--- src/rtl/prefix_fuse.sv ---
module prefix_fuse #(
  parameter int CODE_W = 10,
  parameter int ADDR_W = 64,
  parameter int OVL_HI = 5,
  parameter logic [CODE_W-1:0] ILLEGAL_CODE = '0,
  parameter logic [CODE_W-1:0] PH_LOAD_CODE = CODE_W'(200),
  parameter logic [CODE_W-1:0] PH_STORE_CODE = CODE_W'(202)
) (
  input  logic              clk,
  input  logic              rst_n,
  input  logic              flush,
  input  logic              in_valid,
  input  logic [31:0]       in_word,
  input  logic [CODE_W-1:0] in_code,
  input  logic [ADDR_W-1:0] in_addr,
  output logic              out_valid,
  output logic [31:0]       out_word,
  output logic [CODE_W-1:0] out_code,
  output logic [ADDR_W-1:0] out_addr,
  output logic              out_prefixed,
  output logic              out_pfx_ok,
  output logic              out_pcrel,
  output logic              out_illegal,
  output logic [63:0]       out_imm
);
  localparam int OVL_W = OVL_HI - 1;
  localparam int DISP_W = 34;

  logic              pend;
  logic [17:0]       p_disp;
  logic [1:0]        p_form;
  logic              p_sub;
  logic              p_rel;
  logic [OVL_W-1:0]  p_lo;

  logic              is_pfx;
  logic              form_ls;
  logic              form_ok;
  logic [ADDR_W-1:0] fused_addr;
  logic [DISP_W-1:0] disp34;

  assign is_pfx  = in_word[31:26] == 6'd1;
  assign form_ls = (p_form == 2'b00) || (p_form == 2'b10);
  assign form_ok = (p_form == 2'b00) || (p_form == 2'b10 && !p_sub);
  assign disp34  = {p_disp, in_word[15:0]};

  always_comb begin
    fused_addr = in_addr;
    fused_addr[OVL_HI:2] = p_lo;
  end

  always_ff @(posedge clk) begin
    if (!rst_n) begin
      pend <= 1'b0;
      out_valid <= 1'b0;
      p_disp <= '0;
      p_form <= '0;
      p_sub <= 1'b0;
      p_rel <= 1'b0;
      p_lo <= '0;
      out_word <= '0;
      out_code <= '0;
      out_addr <= '0;
      out_prefixed <= 1'b0;
      out_pfx_ok <= 1'b0;
      out_pcrel <= 1'b0;
      out_illegal <= 1'b0;
      out_imm <= '0;
    end else if (flush) begin
      pend <= 1'b0;
      out_valid <= 1'b0;
    end else if (!in_valid) begin
      out_valid <= 1'b0;
    end else if (!pend && is_pfx) begin
      pend <= 1'b1;
      out_valid <= 1'b0;
      p_disp <= in_word[17:0];
      p_form <= in_word[25:24];
      p_sub <= in_word[23];
      p_rel <= in_word[20];
      p_lo <= in_addr[OVL_HI:2];
    end else if (pend) begin
      pend <= 1'b0;
      out_valid <= 1'b1;
      out_word <= in_word;
      out_code <= in_code | CODE_W'(1);
      out_addr <= fused_addr;
      out_prefixed <= 1'b1;
      out_pfx_ok <= form_ok && !is_pfx;
      out_pcrel <= form_ls && p_rel && !is_pfx;
      out_illegal <= is_pfx || in_code == ILLEGAL_CODE;
      out_imm <= {{(64-DISP_W){disp34[DISP_W-1]}}, disp34};
    end else begin
      out_valid <= 1'b1;
      out_word <= in_word;
      out_code <= in_code;
      out_addr <= in_addr;
      out_prefixed <= 1'b0;
      out_pfx_ok <= 1'b0;
      out_pcrel <= 1'b0;
      out_illegal <= in_code == ILLEGAL_CODE || in_code == PH_LOAD_CODE ||
                     in_code == PH_STORE_CODE;
      out_imm <= {{48{in_word[15]}}, in_word[15:0]};
    end
  end


  prefix_silent_chk: assert property (@(posedge clk) disable iff (!rst_n)
    (in_valid && !flush && !pend && is_pfx) |=> !out_valid);


  flush_quiet_chk: assert property (@(posedge clk) disable iff (!rst_n)
    flush |=> !out_valid);


  fused_code_chk: assert property (@(posedge clk) disable iff (!rst_n)
    (in_valid && !flush && pend && !is_pfx) |=>
      (out_valid && out_prefixed && out_code == ($past(in_code) | CODE_W'(1))));


  fused_upper_addr_chk: assert property (@(posedge clk) disable iff (!rst_n)
    (in_valid && !flush && pend) |=>
      out_addr[ADDR_W-1:OVL_HI+1] == $past(in_addr[ADDR_W-1:OVL_HI+1]));


  passthru_chk: assert property (@(posedge clk) disable iff (!rst_n)
    (in_valid && !flush && !pend && !is_pfx) |=>
      (out_valid && !out_prefixed && out_addr == $past(in_addr)));


  double_prefix_chk: assert property (@(posedge clk) disable iff (!rst_n)
    (in_valid && !flush && pend && is_pfx) |=> (out_valid && out_illegal));
endmodule

--- config.mk ---
export PLATFORM = sky130hd
export DESIGN_NAME = prefix_fuse
export DESIGN_NICKNAME = d
export VERILOG_FILES = /design/src/rtl/prefix_fuse.sv
export SDC_FILE = /design/constraint.sdc
export NUM_CORES = 1
export LEC_CHECK = 0
export ABC_AREA = 1
export BUFFER_PORTS_ARGS = -buffer_cell sky130_fd_sc_hd__buf_2
export CAP_MARGIN = 20
export CORE_ASPECT_RATIO = 2
export CORE_MARGIN = 2
export CORE_UTILIZATION = 30
export DETAILED_ROUTE_END_ITERATION = 16
export PLACE_DENSITY = 0.6
export SYNTH_ARGS = -nofsm -noshare
export SYNTH_HDL_FRONTEND = slang
export SYNTH_SLANG_ARGS = --single-unit
--- constraint.sdc ---
create_clock -name clk -period 1.82 [get_ports clk]
set_input_delay 0.273 -clock clk [delete_from_list [all_inputs] [get_ports clk]]
set_output_delay 0.273 -clock clk [all_outputs]
set_load 0.05 [all_outputs]
==> results of run 1 <==
per-layer routing:
metal  vias up  track usage
met5         -            0
met4         0       0.0671
met3        22       0.0441
met2       196        0.270
met1      2984        0.175
li1       3481            -
metrics by stage:
stage / worst slack, ps / util / total power [mW]
after global routing: 144 / 0.384 / 9.81
after detailed placement: 259 / 0.357 / 5.73
after floorplan: 102 / - / 5.31
after CTS: 191 / 0.384 / 9.54
final: 242 / 0.384 / 9.39
after global placement: 269 / 0.357 / 5.71
worst max-delay path: cells and delay by family, from the launching register on:
kind / cells / cell delay, ps
buffers and inverters: 2 / 550
flip-flops: 1 / 310
sequential cells by signal, indices dropped and copies added, names as in the netlist:
signal        count
out_addr         64
out_code         10
out_illegal       1
out_imm          18
out_pcrel         1
out_pfx_ok        1
out_prefixed      1
out_valid         1
out_word         32
p_disp           18
p_form            2
p_lo              4
p_rel             1
p_sub             1
pend              1
kinds of logic (layout without fill, tap and decap cells):
kind of cell           count (synthesis)  count (layout)
AO/OA/AOI/OAI                          8               8
AND/OR/NAND/NOR                      636             636
flip-flops                           156             156
buffers and inverters                205             421
path summary, 6_finish.rpt:
kind | depth (start not counted) | slack [ps] | endpoint | from
hold / removal | 3 | 60 | out_addr[26] | in_addr[26]
hold reg to reg | 2 | 460 | out_addr[40] | out_addr[40]
setup / recovery | 2 | 240 | out_imm[33] | out_imm[62]
setup reg to reg | 6 | 300 | out_word[10] | pend
cell type report:
type	count	area, um^2
well taps	283	354
inverters	89	334
repair buffers	300	1620
clock inverters	14	184
fillers	2559	14200
flip-flops and latches	156	3120
multi-input cells	644	2830
clock buffers	18	439
cells in the mapped netlist:
| library cell | number |
|---|---|
| a21oi_1 | 3 |
| buf_1 | 13 |
| buf_2 | 30 |
| buf_4 | 48 |
| buf_6 | 10 |
| clkbuf_1 | 15 |
| dfxtp_1 | 156 |
| inv_1 | 87 |
| inv_2 | 2 |
| nand2_1 | 202 |
| nand2_2 | 4 |
| nand3_1 | 172 |
| nand3_2 | 1 |
| nand4_1 | 28 |
| nand4_4 | 1 |
| nor2_1 | 210 |
| nor2_2 | 11 |
| nor2_4 | 4 |
| nor2_8 | 1 |
| o21ai_0 | 5 |
| or2_2 | 2 |
where the power goes:
part / switching [mW] / leakage (nW) / internal, mW
logic: 1.46 / 3.27 / 0.465
registers: 0.102 / 1.28 / 3.60
clock network: 1.54 / 0.292 / 2.22
==> reports/results.txt, run 1 <==
Top Metal Used - met4
number of failing hold endpoints at the final stage - 0
Synth area leader - dfxtp_1
Fin Hold WS - 56.8 ps
NumNets Final - 1318
VDD IR max - 641 uV
die area - 24700 um^2
clock buffer depth - 2
post-synthesis adder-cell area fraction - 0
top cells by area, synth - dfxtp_1 45%, nand3_1 12%, nor2_1 11%
Die H - 220 um
Yosys reg bits - 156
clock skew - 9.77 ps
max_slew headroom - 0.663
Netlist cell types - 21
setup bufs post-CTS - 0
multiplexer share of the synthesized area - 0
critical path arrival - 1300 ps
PD cells - 1060 nW/um^2
hold_buf cts - 0
CP max stage cell - dfxtp_1
placed cell count - 1472
mean post-synth cell area - 6.98 um^2
post-route cell area - 8890 um^2
Final setup viols - 0
Ant. Diodes - 0
TritonCTS buffer count - 17
Avg WL per Cell - 13.2 um
CTS tree - built
number of synthesis warnings - 0
PostCTS Resize Cnt - 0
Worst-Skew Late Latency - 440 ps
via-per-instance ratio - 4.44
Final ANT Viol Nets - 0
post-synthesis simple-gate area fraction - 0.397
Die Wd - 112 um
most common cell after layout, fill and taps aside - buf_2
max-cap violations - 0
most frequent cells in the layout - 283 x buf_2, 210 x nor2_1, 201 x nand2_1
CP startpoint kind - flip-flop
Critical Path Fanout Max - 32
Worst Tran Pin Value - 506 ps
Compound-Gate Fraction of Synth Area - 0.00571
largest net degree at the start of global routing - 72
combinational family with the most area after synthesis - simple AND/OR/NAND/NOR gates
H-tree depth - 4
global-route wire length before repair - 30400 um
drt drc - 0
fin. max-slew vios - 0
Routed met2 length - 10300 um
met3 wire len - 1060 um
Initial DRC Count - 420
Leakage - 4.84 nW
drt pass-1 iters - 5
final WL - 19800 um
Post-Synthesis Cells - 1005
Crit. End Element - output port
CP max stage delay - 310 ps
share of the synthesized area in the top cell type - 0.445
RSZ-0062 raised after global routing - false
CP required - 1550 ps
status - finished, final reports clean
area delta synth->final - 26.8%
critical-path cell list - buf_4 > buf_2
core region area - 23100 um^2
cell area after synthesis - 7010 um^2
xor and xnor area share after synthesis - 0
Fmax - 0.634 GHz
row count - 79
Clock Root Buffer - clkbuf_16
dpl hpwl - 14200 um
GRT Overall Usage - 0.155
Setup TNS - 0 ps
vias in the first global route - 5979
Port Buf Inserts - 284
Vias - 6683
Tcrit/Tclk final - 0.867
clock sink count - 156
Reg clk slew, reported paths - 70 ps
initial core utilization - 0.303
GP Congestion - 0.822
met1 WL - 7970 um
Seq/Total Area, Yosys - 0.445
syn_nets - 1115
io pins - 285
Post-Layout Cell Count - 1504
minimum clock period - 1580 ps
post-place instance area - 8270 um^2
worst min-delay path class - input port to flip-flop
critical path class - flip-flop to output port
total gr overflow - 0
initial antenna violation count - 0
share of layout cells above drive strength 1 - 0.294
No activity file was read; power rests on OpenSTA's default activity.
==> run 2: changes to the inputs <==
ABC_CLOCK_PERIOD_IN_PS = 1820   (was default)
BUFFER_PORTS_ARGS = -buffer_cell sky130_fd_sc_hd__buf_4   (was -buffer_cell sky130_fd_sc_hd__buf_2)
==> run 2 against run 1 <==
  * Final area up 7.8%
  * Setup slack worse by 1.4 ps
  * First-iteration DRC count down 10%
  * Global-route usage up 0.15 points
  * Via count down 0.73%
  * Critical path depth unchanged
  * Cell count about the same
  * Maximum frequency about the same
  * Die area unchanged
  * Flip-flop and latch count unchanged
==> reports/results.txt, run 2 (synthesized netlist as in run 1, its figures left out) <==
status - finished, final reports clean (unchanged)
Avg WL per Cell - 13.4 um (was 13.2 um)
PostCTS Resize Cnt - 0 (unchanged)
Vias - 6634 (was 6683)
Reg clk slew, reported paths - 70 ps (about the same)
minimum clock period - 1580 ps (about the same)
Top Registers - out_addr x64, out_word x32 (unchanged)
CP startpoint kind - flip-flop (unchanged)
CP most frequent cell - buf_4
post-place instance area - 9020 um^2 (was 8270 um^2)
max_slew headroom - 0.734 (was 0.663)
Crit. End Element - output port (unchanged)
vias in the first global route - 5907 (was 5979)
Die H - 220 um (unchanged)
Final Power - 9.29 mW (was 9.39 mW)
CP max stage cell - dfxtp_1 (unchanged)
via-per-instance ratio - 4.41 (was 4.44)
worst hold start - in_valid (was in_addr[26])
Worst Hold Path EP - pend (was out_addr[26])
initial antenna violation count - 0 (unchanged)
most frequent cells in the layout - 291 x buf_4, 210 x nor2_1, 201 x nand2_1 (was 283 x buf_2, 210 x nor2_1, 201 x nand2_1)
global-route wire length before repair - 30700 um (was 30400 um)
PD cells - 969 nW/um^2 (was 1060 nW/um^2)
number of failing hold endpoints at the final stage - 0 (unchanged)
worst min-delay path class - input port to flip-flop (unchanged)
clock buffer depth - 2 (unchanged)
largest net degree at the start of global routing - 71 (was 72)
fin. max-slew vios - 0 (unchanged)
setup bufs post-CTS - 0 (unchanged)
Critical Path Fanout Max - 32 (unchanged)
hold depth - 2 (was 3)
core region area - 23100 um^2 (unchanged)
Fmax - 0.633 GHz (was 0.634 GHz)
drt drc - 0 (unchanged)
dpl hpwl - 14300 um (was 14200 um)
area delta synth->final - 36.7% (was 26.8%)
GRT Overall Usage - 0.156 (was 0.155)
Fin Hold WS - 32.9 ps (was 56.8 ps)
Setup TNS - 0 ps (unchanged)
FF-to-FF Start - pend (unchanged)
WP buf/inv - 2 (unchanged)
placed cell count - 1473 (was 1472)
Worst-Skew Late Latency - 430 ps (was 440 ps)
Place WS - 347 ps (was 259 ps)
critical path class - flip-flop to output port (unchanged)
post-route cell area - 9580 um^2 (was 8890 um^2)
post-route setup slack - 241 ps (was 242 ps)
multi-input logic area - 2830 um^2 (unchanged)
RSZ-0062 raised after global routing - false (unchanged)
CTS tree - built (unchanged)
drt pass-1 iters - 5 (unchanged)
Ant. Diodes - 0 (unchanged)
max-cap violations - 0 (unchanged)
Tcrit/Tclk final - 0.868 (was 0.867)
worst reg2reg path depth - 6 (unchanged)
CP max stage delay - 300 ps (was 310 ps)
VDD IR max - 646 uV (was 641 uV)
CP delay by family, top - buffers and inverters (unchanged)
Port Buf Inserts - 284 (unchanged)
die area - 24700 um^2 (unchanged)
NumNets Final - 1319 (was 1318)
row count - 79 (unchanged)
final WL - 20100 um (was 19800 um)
Util after Layout - 0.414 (was 0.384)
CP required - 1550 ps (about the same)
Worst Tran Pin Value - 399 ps (was 506 ps)
Initial DRC Count - 376 (was 420)
Final ANT Viol Nets - 0 (unchanged)
critical path arrival - 1310 ps (was 1300 ps)
Top reg by flops - out_addr (unchanged)
Final setup viols - 0 (unchanged)
clock sink count - 156 (unchanged)
fillers - 2497 (was 2559)
io pins - 285 (unchanged)
H-tree depth - 4 (unchanged)
critical-path cell list - buf_4 > buf_4 (was buf_4 > buf_2)
Post-Layout Cell Count - 1505 (was 1504)
Clock Root Buffer - clkbuf_16 (unchanged)
flop2flop setup slack - 450 ps (was 300 ps)
TritonCTS buffer count - 17 (unchanged)
total gr overflow - 0 (unchanged)
GP Congestion - 0.800 (was 0.822)
FF-to-FF End - out_imm[18] (was out_word[10])
FF/Latch Area - 3120 um^2 (unchanged)
most common cell after layout, fill and taps aside - buf_4 (was buf_2)
Die Wd - 112 um (unchanged)
share of layout cells above drive strength 1 - 0.294 (about the same)
initial core utilization - 0.303 (unchanged)
clock skew - 6.57 ps (was 9.77 ps)
max reg flops - 64 (unchanged)
Leakage - 4.96 nW (was 4.84 nW)
hold_buf cts - 0 (unchanged)
## run 2: changes by cell type in the layout (fill, tap and decap cells not counted)
cell       previous run  this run
inv_6                 4         0
bufinv_16             3         1
clkbuf_8              1         3
clkinv_4              2         1
clkbuf_1              0         1
clkinv_2              0         5
buf_12                6         9
buf_4                10       291
buf_2               283         0
inv_8                 1         0
## run 2: power by group
part / internal (mW) / total [mW] / switching (mW)
Clock: 1.98 / 3.43 / 1.46
Combinational: 0.678 / 2.15 / 1.47
Sequential: 3.60 / 3.71 / 0.111
## run 2: layout make-up
type,count,area share
tap,283,0.0369
clock inverter,11,0.00979
multi-input combinational,644,0.296
sequential,156,0.326
clock buffer,21,0.0491
timing repair buffer,301,0.248
inverter,89,0.0349
## run 2: worst max-delay path by stage
stage           startpoint          end  slack, ps  depth (start not counted)
2_1_floorplan  out_imm[62]  out_imm[34]        100                          1
3_3_place_gp         flush  out_imm[29]        350                          7
3_5_place_dp         flush  out_addr[2]        350                          7
4_1_cts        out_imm[62]  out_imm[33]        200                          2
5_1_grt        out_imm[62]  out_imm[33]        160                          2
6_report       out_imm[62]  out_imm[33]        240                          2
## run 2: metal layers
| layer | vias to the layer above | routed length, um | GRT usage |
|---|---|---|---|
| met5 | - | 0 | 0 |
| met3 | 24 | 1040 | 0.0362 |
| met2 | 184 | 10500 | 0.275 |
| met1 | 2946 | 8030 | 0.178 |
| met4 | 0 | 531 | 0.0724 |
| li1 | 3480 | - | - |
## run 2: worst reg2reg max path: cells and delay by family, from the launching register on
family                 cells  cell delay, ps
AND/OR/NAND/NOR            4             570
flip-flops                 1             380
buffers and inverters      2             320
